### config.mk
export PLATFORM = sky130hd
export DESIGN_NAME = repl_index_gen
export DESIGN_NICKNAME = d
export VERILOG_FILES = /design/src/rtl/repl_index_pkg.sv /design/src/rtl/rig_lfsr.sv /design/src/rtl/rig_serial_mod.sv /design/src/rtl/repl_index_gen.sv
export SDC_FILE = /design/constraint.sdc
export NUM_CORES = 1
export LEC_CHECK = 0
export BUFFER_PORTS_ARGS = -buffer_cell sky130_fd_sc_hd__buf_2
export CAP_MARGIN = 20
export CORE_ASPECT_RATIO = 1.75
export CORE_MARGIN = 2
export CORE_UTILIZATION = 67
export DETAILED_ROUTE_END_ITERATION = 8
export GPL_ROUTABILITY_DRIVEN = 0
export PLACE_DENSITY = 0.87
export SLEW_MARGIN = 20
export SYNTH_ARGS = -nofsm -noshare
export SYNTH_HDL_FRONTEND = slang
export SYNTH_HIERARCHICAL = 1
export SYNTH_SLANG_ARGS = --single-unit
### constraint.sdc
create_clock -name clk -period 5.55 [get_ports clk]
set_clock_uncertainty 0.2 [all_clocks]
set_input_delay 0.2775 -clock clk [delete_from_list [all_inputs] [get_ports clk]]
set_output_delay 0.2775 -clock clk [all_outputs]
set_load 0.01 [all_outputs]
### src/rtl/repl_index_pkg.sv
package repl_index_pkg;

    parameter int unsigned LFSR_W = 32;
    parameter logic [LFSR_W-1:0] LFSR_TAPS = 32'hD000_0001;
    parameter logic [LFSR_W-1:0] LFSR_SEED = 32'h0000_0001;

    typedef enum logic [2:0] {
        S_IDLE,
        S_STEP,
        S_LOAD,
        S_DIVIDE,
        S_DONE
    } rig_state_e;

    function automatic logic [LFSR_W-1:0] lfsr_advance(input logic [LFSR_W-1:0] s);
        return (s >> 1) ^ (s[0] ? LFSR_TAPS : '0);
    endfunction

endpackage

### src/rtl/rig_lfsr.sv
module rig_lfsr
    import repl_index_pkg::*;
(
    input  logic              clk,
    input  logic              rst_n,
    input  logic              step_i,
    output logic [LFSR_W-1:0] state_o
);

    logic [LFSR_W-1:0] state_q;

    always_ff @(posedge clk or negedge rst_n) begin
        if (!rst_n) begin
            state_q <= LFSR_SEED;
        end else if (step_i) begin
            state_q <= lfsr_advance(state_q);
        end
    end

    assign state_o = state_q;

endmodule

### src/rtl/rig_serial_mod.sv
module rig_serial_mod #(
    parameter int unsigned DW = 32,
    parameter int unsigned MW = 7
) (
    input  logic          clk,
    input  logic          rst_n,
    input  logic          start_i,
    input  logic [DW-1:0] dividend_i,
    input  logic [MW-1:0] divisor_i,
    output logic          done_o,
    output logic [MW-1:0] rem_o
);

    localparam int unsigned CW = $clog2(DW + 1);

    logic [DW-1:0] dvd_q;
    logic [MW-1:0] div_q;
    logic [MW-1:0] rem_q;
    logic [CW-1:0] cnt_q;
    logic          run_q;
    logic          done_q;
    logic [MW:0]   trial;
    logic [MW:0]   diff;

    assign trial = {rem_q, dvd_q[DW-1]};
    assign diff  = trial - {1'b0, div_q};

    always_ff @(posedge clk or negedge rst_n) begin
        if (!rst_n) begin
            dvd_q  <= '0;
            div_q  <= '0;
            rem_q  <= '0;
            cnt_q  <= '0;
            run_q  <= 1'b0;
            done_q <= 1'b0;
        end else begin
            done_q <= 1'b0;
            if (start_i) begin
                dvd_q <= dividend_i;
                div_q <= divisor_i;
                rem_q <= '0;
                cnt_q <= CW'(DW);
                run_q <= 1'b1;
            end else if (run_q) begin
                rem_q <= (trial >= {1'b0, div_q}) ? diff[MW-1:0] : trial[MW-1:0];
                dvd_q <= dvd_q << 1;
                cnt_q <= cnt_q - 1'b1;
                if (cnt_q == CW'(1)) begin
                    run_q  <= 1'b0;
                    done_q <= 1'b1;
                end
            end
        end
    end

    assign done_o = done_q;
    assign rem_o  = rem_q;

endmodule

### src/rtl/repl_index_gen.sv
module repl_index_gen
    import repl_index_pkg::*;
#(
    parameter int unsigned IDX_W = 6
) (
    input  logic             clk,
    input  logic             rst_n,
    input  logic             req_i,
    input  logic [IDX_W-1:0] wired_i,
    input  logic [IDX_W:0]   total_i,
    output logic             busy_o,
    output logic             valid_o,
    output logic [IDX_W-1:0] idx_o,
    output logic             cfg_err_o
);

    localparam int unsigned CNT_W = IDX_W + 1;

    rig_state_e        state_q, state_d;
    logic [IDX_W-1:0]  wired_q;
    logic [CNT_W-1:0]  range_q;
    logic [IDX_W-1:0]  last_q;
    logic [LFSR_W-1:0] lfsr_val;
    logic              lfsr_step;
    logic              mod_start;
    logic              mod_done;
    logic [CNT_W-1:0]  mod_rem;
    logic [CNT_W-1:0]  cand;
    logic              cand_rep;
    logic              accept;

    assign cfg_err_o = total_i <= ({1'b0, wired_i} + CNT_W'(1));
    assign accept    = (state_q == S_IDLE) && req_i && !cfg_err_o;
    assign cand      = mod_rem + {1'b0, wired_q};
    assign cand_rep  = cand == {1'b0, last_q};

    rig_lfsr u_lfsr (
        .clk     (clk),
        .rst_n   (rst_n),
        .step_i  (lfsr_step),
        .state_o (lfsr_val)
    );

    rig_serial_mod #(
        .DW (LFSR_W),
        .MW (CNT_W)
    ) u_mod (
        .clk        (clk),
        .rst_n      (rst_n),
        .start_i    (mod_start),
        .dividend_i (lfsr_val),
        .divisor_i  (range_q),
        .done_o     (mod_done),
        .rem_o      (mod_rem)
    );

    // state register
    always_ff @(posedge clk or negedge rst_n) begin
        if (!rst_n) begin
            state_q <= S_IDLE;
        end else begin
            state_q <= state_d;
        end
    end

    // transitions
    always_comb begin
        state_d = state_q;
        unique case (state_q)
            S_IDLE:   if (accept) state_d = S_STEP;
            S_STEP:   state_d = S_LOAD;
            S_LOAD:   state_d = S_DIVIDE;
            S_DIVIDE: if (mod_done) state_d = cand_rep ? S_STEP : S_DONE;
            S_DONE:   state_d = S_IDLE;
            default:  state_d = S_IDLE;
        endcase
    end

    // captured configuration and last answer
    always_ff @(posedge clk or negedge rst_n) begin
        if (!rst_n) begin
            wired_q <= '0;
            range_q <= '0;
            last_q  <= '0;
        end else begin
            if (accept) begin
                wired_q <= wired_i;
                range_q <= total_i - {1'b0, wired_i};
            end
            if (state_q == S_DIVIDE && mod_done && !cand_rep) begin
                last_q <= cand[IDX_W-1:0];
            end
        end
    end

    // outputs
    always_comb begin
        lfsr_step = 1'b0;
        mod_start = 1'b0;
        valid_o   = 1'b0;
        busy_o    = 1'b1;
        unique case (state_q)
            S_IDLE:   busy_o    = 1'b0;
            S_STEP:   lfsr_step = 1'b1;
            S_LOAD:   mod_start = 1'b1;
            S_DIVIDE: ;
            S_DONE:   valid_o   = 1'b1;
            default:  busy_o    = 1'b0;
        endcase
    end

    assign idx_o = last_q;

endmodule

==> results.md, run 1 <==
* Clock Path Buffers at 2
* Total track usage at 24.9%
* Kind of critical path: register to register
* Die Y at 128 um
* Top-count cell post-synth: dfrtp_1
* CTS tree: built
* Post-CTS setup buffer count at 0
* Period utilization at 48.9%
* Final hold violations at 0
* Worst hold endpoint: wired_q[0]
* Peak VDD IR at 0.413 mV
* CP startpoint: u_mod/rem_o[0]
* IO Port Bufs at 24
* Area delta synth->final at 8.00%
* Routed Antenna Nets at 0
* Setup violators final at 0
* Tot Pwr at 3.10 mW
* Post-Route WL at 10.8 mm
* Number of remaining DRC errors at 0
* WL/cell at 15.8 um
* Worst hold path depth at 3
* Final min period at 2.72 ns
* Worst-skew pair later-pin latency at 0.34 ns
* Top cell type's share of synthesized area at 45.8%
* Fin nets at 607
* Switching share of total power at 39.0%
* R2R setup slack at 2.83 ns
* Die W at 74.6 um
* Syn Inst Count at 542
* HP Start: wired_i[0]
* Post-synth net total at 590
* Grt ovf at 0
* Worst path required time at 5.58 ns
* Initial DRC count at 309
* Static leakage at 2.99 nW
* Clock power frac at 19.6%
* Top Ports at 25
* Final Max Tran Viols at 0
* Num CTS Buffers at 9
* Largest net degree at the start of global routing at 93
* Most common flop cell mapped by yosys: dfrtp_1
* Gate power share at 45.2%
* Yosys warnings at 6
* Max_slew headroom at 40.7%
* Largest area contributor in the netlist: dfrtp_1
* MaxCap Viol Count at 0
* Post-DP HPWL at 7.63 mm
* Seq/Total Area, Yosys at 46.2%
* Reg2Reg Depth at 9
* Fmax at 368 MHz
* Crit. End Element: register
* Vias in the first global route at 4,058
* Root buf cell: clkbuf_16
* Post-Syn Area at 5850 um2
* R2R Path Start: u_mod/rem_o[0]
* Critical Path AT at 2.74 ns
* TritonCTS Sinks at 108
* Initial Utilization at 68.3%
* Post-DR vias/cell at 5.74
* Synth unique cells at 55
* Number of flops mapped to enable cells by yosys at 0
* CP Max Fanout at 5
* Core area at 8560 um2
* 1st-pass router iterations at 5
* Power Dens Cells at 491 nW/um2
* Worst Hold Class: input port to register
* Ant diodes at 0
* H-tree levels at 3
* First-pass GRT wire length at 18.5 mm
* Most instantiated cells after synthesis: dfrtp_1, nand2_1, o21ai_0
* Clk pin slew, worst setup/hold paths at 0.07 ns
* Die footprint at 9520 um2
* Setup TNS at 0 ns
* Flop pwr share at 35.3%
* Avg Cell Area, Syn at 10.8 um2
* Initial antenna violation count at 0
* Asr flop ratio synth at 100%
* RSZ-0062 raised after global routing: false
* Placed cell count at 664
* Std cell rows at 45
* Count of non-filler cells in the finished layout at 681
* Startpoint types: register
* Outcome: finished clean
* Internal power at 1.89 mW
* Layout cells sized above 1 at 17.4%
* Slew @ Worst Pin at 0.889 ns
* Register bit total from synthesis at 108
* Top cells by area, synth: dfrtp_1, mux2_4, ha_1
* NetSw at 1.21 mW
* Via count at 3,908
* R2r endpoint: idx_o[4]
## cells in the final DEF, fill, tap and decap left out, types with 2 or more instances in the layout
cell type / netlist / layout
clkbuf_8: 0 / 2
nand2_1: 67 / 67
nand3_1: 6 / 6
or3_1: 2 / 2
o21ai_0: 58 / 58
a211oi_1: 6 / 6
o311ai_0: 2 / 2
buf_2: 5 / 23
a311oi_1: 4 / 4
a21oi_1: 10 / 10
nand4_1: 4 / 4
nor3b_1: 7 / 5
dfrtp_1: 107 / 106
xor2_1: 7 / 7
inv_1: 32 / 32
a21oi_2: 2 / 2
fa_1: 3 / 3
nor3_4: 2 / 2
nor2_1: 30 / 30
nand2b_1: 7 / 7
and3_1: 2 / 2
ha_1: 29 / 29
nor3_1: 7 / 7
o21a_1: 3 / 3
clkbuf_16: 0 / 9
mux2i_1: 36 / 36
nor2b_1: 4 / 4
mux2_4: 27 / 27
clkinv_2: 0 / 2
buf_4: 0 / 5
mux2_2: 9 / 9
a21boi_0: 3 / 3
nand3b_1: 3 / 3
o31ai_1: 3 / 3
nor3b_2: 0 / 2
xnor2_1: 17 / 17
## repair_timing
| item | CTS | global route |
|---|---|---|
| gates resized for setup | 0 | 0 |
| hold endpoints to repair | 70 | 0 |
| setup endpoints to repair | 0 | 0 |
| hold buffers | 1 | 0 |
## flip-flops by register name (all words and copies together) (netlist names)
name and count:
u_mod/run_q 1, u_lfsr/state_o 32, u_mod/done_o 1, state_q 3
idx_o 6, u_mod/rem_o 7, wired_q 6, u_mod/div_q 7
u_mod/dvd_q 32, u_mod/cnt_q 6, range_q 7
## worst max-delay path by stage
| stage | end | slack, ns | cells after the start |
|---|---|---|---|
| 2_1_floorplan | idx_o[4] | 3.12 | 9 |
| 3_3_place_gp | range_q[0] | 2.65 | 10 |
| 3_5_place_dp | range_q[0] | 2.59 | 10 |
| 4_1_cts | idx_o[0] | 2.84 | 9 |
| 5_1_grt | range_q[0] | 2.66 | 10 |
| 6_report | idx_o[4] | 2.83 | 9 |
## layer usage
metal  wire [um]  up-vias  GRT usage, %
met3         267       23          3.47
met5           0        -             0
met4         481        0          12.8
met1        4240     1912          29.8
met2        5770       70          42.5
li1            -     1903             -
## through the flow
stage	worst slack [ns]	hold WS (ns)	area [um2]	utilization, %
finish	2.83	0.0680	6320	73.8
global route	2.66	0.0732	6320	73.8
CTS	2.84	0.0621	6320	73.8
detailed placement	2.59	0.254	6020	70.3
global placement	2.65	0.245	6020	70.3
floorplan	3.12	-0.218	5850	-
## area by class of cell
type | instances | area [um2]
repair buffers | 29 | 163
flip-flops and latches | 108 | 2710
clock buffers | 11 | 253
well taps | 117 | 146
fillers | 594 | 2240
inverters | 32 | 120
multi-input cells | 379 | 2900
clock inverters | 5 | 35.0
## kinds of logic (layout without fill, tap and decap cells)
family                   Yosys count  in the layout  synth area share (%)
AO/OA/AOI/OAI                    101            101                  11.0
adder cells (fa/ha/maj)           32             32                  7.23
buffers and inverters             55             77                  4.45
XOR/XNOR                          25             25                  3.98
multiplexers                      72             72                  14.8
AND/OR/NAND/NOR                  149            149                  12.3
flip-flops                       108            108                  46.2
## worst max-delay path, cell delays in order (launching register included)
cell	delay [ns]
dfrtp_1	0.42
ha_1	0.22
inv_1	0.07
fa_1	0.40
nand2b_1	0.16
a21oi_1	0.25
o21ai_0	0.17
a21oi_2	0.22
a31oi_4	0.17
mux2_4	0.33
## power groups by stage
stage               clock [mW]  combinational (mW)  sequential [mW]
detailed placement           0                1.39             1.11
finish                   0.607                1.40             1.10
global placement             0                1.31             1.10
floorplan                    0                1.12             1.07
global route             0.647                1.54             1.12
CTS                      0.619                1.40             1.09
(Power assumes the default switching activity.)
==> run 2: changes to the inputs <==
ABC_AREA = 1   (was unset)
CORE_UTILIZATION = 62   (was 67)
PLACE_DENSITY = 0.81   (was 0.87)
clock period = 2.68 ns   (was 5.55 ns; I/O delays follow)
==> results.md, run 2 <==
* Post-synthesis xor/xnor area fraction at 1.98% (was 3.98%)
* Clk pin slew, worst setup/hold paths at 0.07 ns (about the same)
* TritonCTS Sinks at 108 (unchanged)
* First-pass GRT wire length at 21.0 mm (was 18.5 mm)
* Largest area contributor in the netlist: dfrtp_1 (unchanged)
* Number of remaining DRC errors at 0 (unchanged)
* Slew @ Worst Pin at 0.711 ns (was 0.889 ns)
* Clock Path Buffers at 2 (unchanged)
* Post-Route WL at 12.5 mm (was 10.8 mm)
* Grt ovf at 0 (unchanged)
* Ant diodes at 0 (unchanged)
* Num CTS Buffers at 9 (unchanged)
* Peak VDD IR at 0.412 mV (was 0.413 mV)
* Synth Area in Adders at 7.34% (was 7.23%)
* Crit path cell chain: dlygate4sd3_1, buf_2, inv_1, nor3_1, xor2_1, ha_1, nand2_1, nor2_1, a21oi_1, nand2_2, nand2_1, buf_2 (was ha_1, inv_1, fa_1, nand2b_1, a21oi_1, o21ai_0, a21oi_2, a31oi_4, mux2_4)
* Most common cell after layout, fill and taps aside: nand2_1 (was dfrtp_1)
* Core area at 9040 um2 (was 8560 um2)
* Most frequent cells in the layout: nand2_1, dfrtp_1, inv_1 (was dfrtp_1, nand2_1, o21ai_0)
* Asr flop ratio synth at 100% (unchanged)
* Fin Hold WS at 0.0912 ns (was 0.0680 ns)
* Vias in the first global route at 4,704 (was 4,058)
* MaxCap Viol Count at 0 (unchanged)
* Die Y at 131 um (was 128 um)
* 1st-pass router iterations at 5 (unchanged)
* Fmax at 386 MHz
* Largest net degree at the start of global routing at 56 (was 93)
* Synth unique cells at 36 (was 55)
* Kind of critical path: input port to output pin (was register to register)
* Cell area after placement at 5960 um2 (was 6020 um2)
* Top cells by area, synth: dfrtp_1, nand2_1, ha_1 (was dfrtp_1, mux2_4, ha_1)
* Initial DRC count at 273 (was 309)
* Die W at 76.9 um (was 74.6 um)
* Outcome: finished clean (unchanged)
* Most common flop cell mapped by yosys: dfrtp_1 (unchanged)
* Fin nets at 771 (was 607)
* Static leakage at 3.32 nW (was 2.99 nW)
* Std cell rows at 46 (was 45)
* Startpoint types: input port (was register)
* Setup violators final at 0 (unchanged)
* IO Port Bufs at 24 (unchanged)
* H-tree levels at 3 (unchanged)
* Post-DP HPWL at 8.78 mm (was 7.63 mm)
* Post-synthesis compound-gate area fraction at 9.89% (was 11.0%)
* Max_slew headroom at 52.6% (was 40.7%)
* Most instantiated cells after synthesis: nand2_1, dfrtp_1, inv_1 (was dfrtp_1, nand2_1, o21ai_0)
* Via count at 4,685 (was 3,908)
* Period utilization at 96.7%
* Register bit total from synthesis at 108 (unchanged)
* Post-Syn Area at 5760 um2 (was 5850 um2)
* Total track usage at 25.9% (was 24.9%)
* Top-count cell post-synth: nand2_1 (was dfrtp_1)
* Final Max Tran Viols at 0 (unchanged)
* Post-Synth Simple-Gate Area at 24.8% (was 12.3%)
* Initial Utilization at 63.7% (was 68.3%)
* Main combinational cell family by area after synthesis: simple AND/OR/NAND/NOR gates (was multiplexers)
* Syn Inst Count at 694 (was 542)
* Area delta synth->final at 10.8% (was 8.00%)
* Top Ports at 25 (unchanged)
* Number of flops mapped to enable cells by yosys at 0 (unchanged)
* Post-DR vias/cell at 5.53 (was 5.74)
* Top cell type's share of synthesized area at 46.5% (was 45.8%)
* Crit. End Element: output pin (was register)
* Avg Cell Area, Syn at 8.30 um2 (was 10.8 um2)
* Root buf cell: clkbuf_16 (unchanged)
* Yosys warnings at 6 (unchanged)
* Worst Hold Class: input port to register (unchanged)
* Post-synth net total at 742 (was 590)
* Fin area at 6380 um2 (was 6320 um2)
* WL/cell at 14.7 um (was 15.8 um)
* Critical Path AT at 2.26 ns (was 2.74 ns)
* Routed Antenna Nets at 0 (unchanged)
* Mux cell area share after synthesis at 0% (was 14.8%)
* Layout cells sized above 1 at 10.0% (was 17.4%)
* Worst-skew pair later-pin latency at 0.34 ns (about the same)
* Die footprint at 10,100 um2 (was 9520 um2)
* Slowest library cell on the worst path: dlygate4sd3_1 (was dfrtp_1)
* Final Core Density at 70.6% (was 73.8%)
* Seq/Total Area, Yosys at 47.0% (was 46.2%)
* Final min period at 2.59 ns
* Worst path required time at 2.35 ns (was 5.58 ns)
* Setup TNS at 0 ns (unchanged)
* Power Dens Cells at 483 nW/um2 (was 491 nW/um2)
* CP Max Fanout at 4 (was 5)
* Final hold violations at 0 (unchanged)
* Max incr delay on CP at 0.56 ns (was 0.42 ns)
* Initial antenna violation count at 0 (unchanged)
* CTS tree: built (unchanged)
==> run 2: worst max-delay path: cells and delay by family <==
kind | cells | cell delay [ns]
adders and majority gates | 1 | 0.27
and+or+nand+nor | 5 | 0.58
xor gates and xnor gates | 1 | 0.20
buffers and inverters | 4 | 0.90
AOI/OAI and AO/OA | 1 | 0.17
==> run 2: report_power, final <==
group          switching (mW)  leakage, nW  internal (mW)
clock network           0.568        0.139          0.725
logic                  0.0996         1.69         0.0622
registers                   0         1.48           1.63
==> run 2: per-layer routing <==
layer  track usage, %  wire length (um)  part of all wire, %  vias up
met5                0                 0                    0        -
met4             14.4               523                  4.2        0
met3             3.16               366                  2.9       38
met2             47.0              6840                   55      115
met1             28.6              4720                   38     2249
li1                 -                 -                    -     2283
==> run 2: cell type report <==
cell class                      count  area [um2]
Sequential cell                   108        2700
Fill cell                         721        2660
Multi-Input combinational cell    465        2580
Inverter                          100         375
Timing Repair Buffer               39         280
Clock buffer                       10         229
Tap cell                          120         150
Clock inverter                      5        60.1
==> run 2: logic make-up after synthesis <==
family                     Yosys count
buffers and inverters              121
and+or+nand+nor                    334
xor gates and xnor gates            13
AOI/OAI and AO/OA                   86
adders and majority gates           32
DFF                                108
==> run 2: metrics by stage <==
step / instances / power, mW / setup WS, ns
4_1_cts: 847 / 3.11 / 0.0144
5_1_grt: 847 / 3.19 / -0.0152
3_5_place_dp: 824 / 1.81 / 0.208
2_1_floorplan: 694 / 1.73 / 0.468
3_3_place_gp: 824 / 1.80 / 0.312
6_report: 847 / 3.08 / 0.0884
==> run 2: timing repair <==
item                                   CTS  global route
setup buffers                            0             0
setup endpoints to repair                0            12
gates resized for setup                  0            13
endpoints found under the hold margin   60             0
hold buffers                             8             0
==> run 2: worst paths after layout <==
| check | cells past startpoint | slack, ns | endpoint | from |
|---|---|---|---|---|
| max | 12 | 0.09 | cfg_err_o | wired_i[4] |
| min | 3 | 0.09 | range_q[1] | wired_i[1] |
| max reg2reg | 13 | 0.22 | idx_o[0] | u_mod/rem_o[0] |
| min reg2reg | 2 | 0.29 | u_lfsr/state_o[24] | u_lfsr/state_o[24] |
| max in group asynchronous | 3 | 1.35 | u_lfsr/state_o[0] | rst_n |
| min in group asynchronous | 2 | 0.17 | idx_o[1] | rst_n |
==> run 3: changes to the inputs <==
MAX_ROUTING_LAYER = met4   (was unset)
==> results.md, run 3 (synthesis results as in run 2) <==
* Outcome: finished clean (unchanged)
* Initial Utilization at 63.7% (unchanged)
* MaxCap Viol Count at 0 (unchanged)
* Top Ports at 25 (unchanged)
* Total track usage at 26.6% (was 25.9%)
* Post-DR vias/cell at 5.57 (was 5.53)
* CP Max Fanout at 4 (unchanged)
* Worst setup margin at 0.0729 ns (was 0.0884 ns)
* Fill count at 721 (unchanged)
* Most common cell after layout, fill and taps aside: nand2_1 (unchanged)
* Initial antenna violation count at 0 (unchanged)
* Max_slew headroom at 52.9% (was 52.6%)
* R2r endpoint: idx_o[0] (unchanged)
* First-pass GRT wire length at 21.0 mm (about the same)
* Peak VDD IR at 0.413 mV (was 0.412 mV)
* IO Port Bufs at 24 (unchanged)
* HP Start: wired_i[1] (unchanged)
* Power Dens Cells at 482 nW/um2 (was 483 nW/um2)
* Kind of critical path: input port to output pin (unchanged)
* Slew @ Worst Pin at 0.706 ns (was 0.711 ns)
* Core area at 9040 um2 (unchanged)
* Ant diodes at 0 (unchanged)
* Period utilization at 97.3% (was 96.7%)
* Startpoint types: input port (unchanged)
* Worst hold endpoint: range_q[1] (unchanged)
* Root buf cell: clkbuf_16 (unchanged)
* Num CTS Buffers at 9 (unchanged)
* Die W at 76.9 um (unchanged)
* Via count at 4,714 (was 4,685)
* Largest net degree at the start of global routing at 56 (unchanged)
* Crit. End Element: output pin (unchanged)
* Final min period at 2.61 ns (was 2.59 ns)
* Placed cell count at 824 (unchanged)
* Multi-input logic area at 2580 um2 (unchanged)
* Reg2Reg Depth at 13 (unchanged)
* Worst path required time at 2.35 ns (about the same)
* Clock Path Buffers at 2 (unchanged)
* Most frequent cells in the layout: nand2_1, dfrtp_1, inv_1 (unchanged)
* Std cell rows at 46 (unchanged)
* Vias in the first global route at 4,705 (was 4,704)
* Worst-skew pair later-pin latency at 0.34 ns (about the same)
* Critical Path AT at 2.27 ns (was 2.26 ns)
* Fin nets at 771 (unchanged)
* Final hold violations at 0 (unchanged)
* Register area at 2700 um2 (unchanged)
* Count of non-filler cells in the finished layout at 847 (unchanged)
* 1st-pass router iterations at 5 (unchanged)
* WL/cell at 14.7 um (about the same)
* Clk pin slew, worst setup/hold paths at 0.07 ns (about the same)
* Final Max Tran Viols at 0 (unchanged)
* Area delta synth->final at 10.8% (unchanged)
* Post-Route WL at 12.4 mm (was 12.5 mm)
* Worst hold path depth at 3 (unchanged)
* Dpl ws at 0.208 ns (unchanged)
* Die Y at 131 um (unchanged)
* R2R setup slack at 0.22 ns (about the same)
* Post-DP HPWL at 8.78 mm (unchanged)
* Static leakage at 3.32 nW (unchanged)
* Number of remaining DRC errors at 0 (unchanged)
* Setup TNS at 0 ns (unchanged)
* H-tree levels at 3 (unchanged)
* Fmax at 384 MHz (was 386 MHz)
* Layout cells sized above 1 at 10.0% (unchanged)
* Routed Antenna Nets at 0 (unchanged)
* CTS tree: built (unchanged)
* Die footprint at 10,100 um2 (unchanged)
* Grt ovf at 0 (unchanged)
* Setup violators final at 0 (unchanged)
* Worst Hold Class: input port to register (unchanged)
* TritonCTS Sinks at 108 (unchanged)
* Initial DRC count at 312 (was 273)
* Post-CTS setup buffer count at 0 (unchanged)
* R2R Path Start: u_mod/rem_o[0] (unchanged)
-- run 3: final cells by class --
type	count	share of cell area (%)
flip-flops and latches	108	42.4
multi-input cells	465	40.5
inverters	100	5.88
repair buffers	39	4.39
clock buffers	10	3.59
well taps	120	2.35
clock inverters	5	0.941
-- run 3: how the worst max path moves through the flow --
stage	start	slack (ns)	end	cells past startpoint
floorplan	u_mod/rem_o[0]	0.47	idx_o[4]	12
global placement	u_mod/rem_o[0]	0.31	idx_o[0]	13
detailed placement	wired_q[0]	0.21	idx_o[0]	13
CTS	wired_i[0]	0.01	cfg_err_o	13
global route	u_mod/rem_o[0]	-0.01	idx_o[0]	15
finish	wired_i[4]	0.07	cfg_err_o	12
-- run 3: repair_timing --
action                                 in CTS  in global routing
endpoints found under the hold margin      60                  0
gates resized for setup                     0                 13
hold buffers                                8                  0
setup endpoints to repair                   0                 12
-- run 3: worst max-delay path, cell delays in order --
cell	delay, ns
dlygate4sd3_1	0.56
buf_2	0.13
inv_1	0.09
nor3_1	0.28
xor2_1	0.20
ha_1	0.27
nand2_1	0.07
nor2_1	0.05
a21oi_1	0.17
nand2_2	0.10
nand2_1	0.07
buf_2	0.14
-- run 3: routing by layer --
| metal | vias to the layer above | track usage [%] | wire length (um) |
|---|---|---|---|
| met3 | 40 | 3.09 | 365 |
| met2 | 126 | 47.0 | 6790 |
| li1 | 2286 | - | - |
| met5 | - | - | 0 |
| met4 | 0 | 14.6 | 549 |
| met1 | 2262 | 28.5 | 4730 |
-- run 3: per-stage QoR --
stage                     utilization [%]  hold slack, ns  power, mW  area [um2]
after global placement               66.0          0.0238       1.80        5960
after detailed placement             66.0          0.0286       1.81        5960
after floorplan                         -          -0.362       1.73        5760
after CTS                            70.1          0.0471       3.11        6330
after global routing                 70.6           0.100       3.19        6380
final                                70.6          0.0958       3.08        6380
-- run 3: power breakdown --
group,internal [mW],switching (mW)
Sequential,1.63,0
Clock,0.725,0.562
Combinational,0.0623,0.100
Total,2.42,0.662
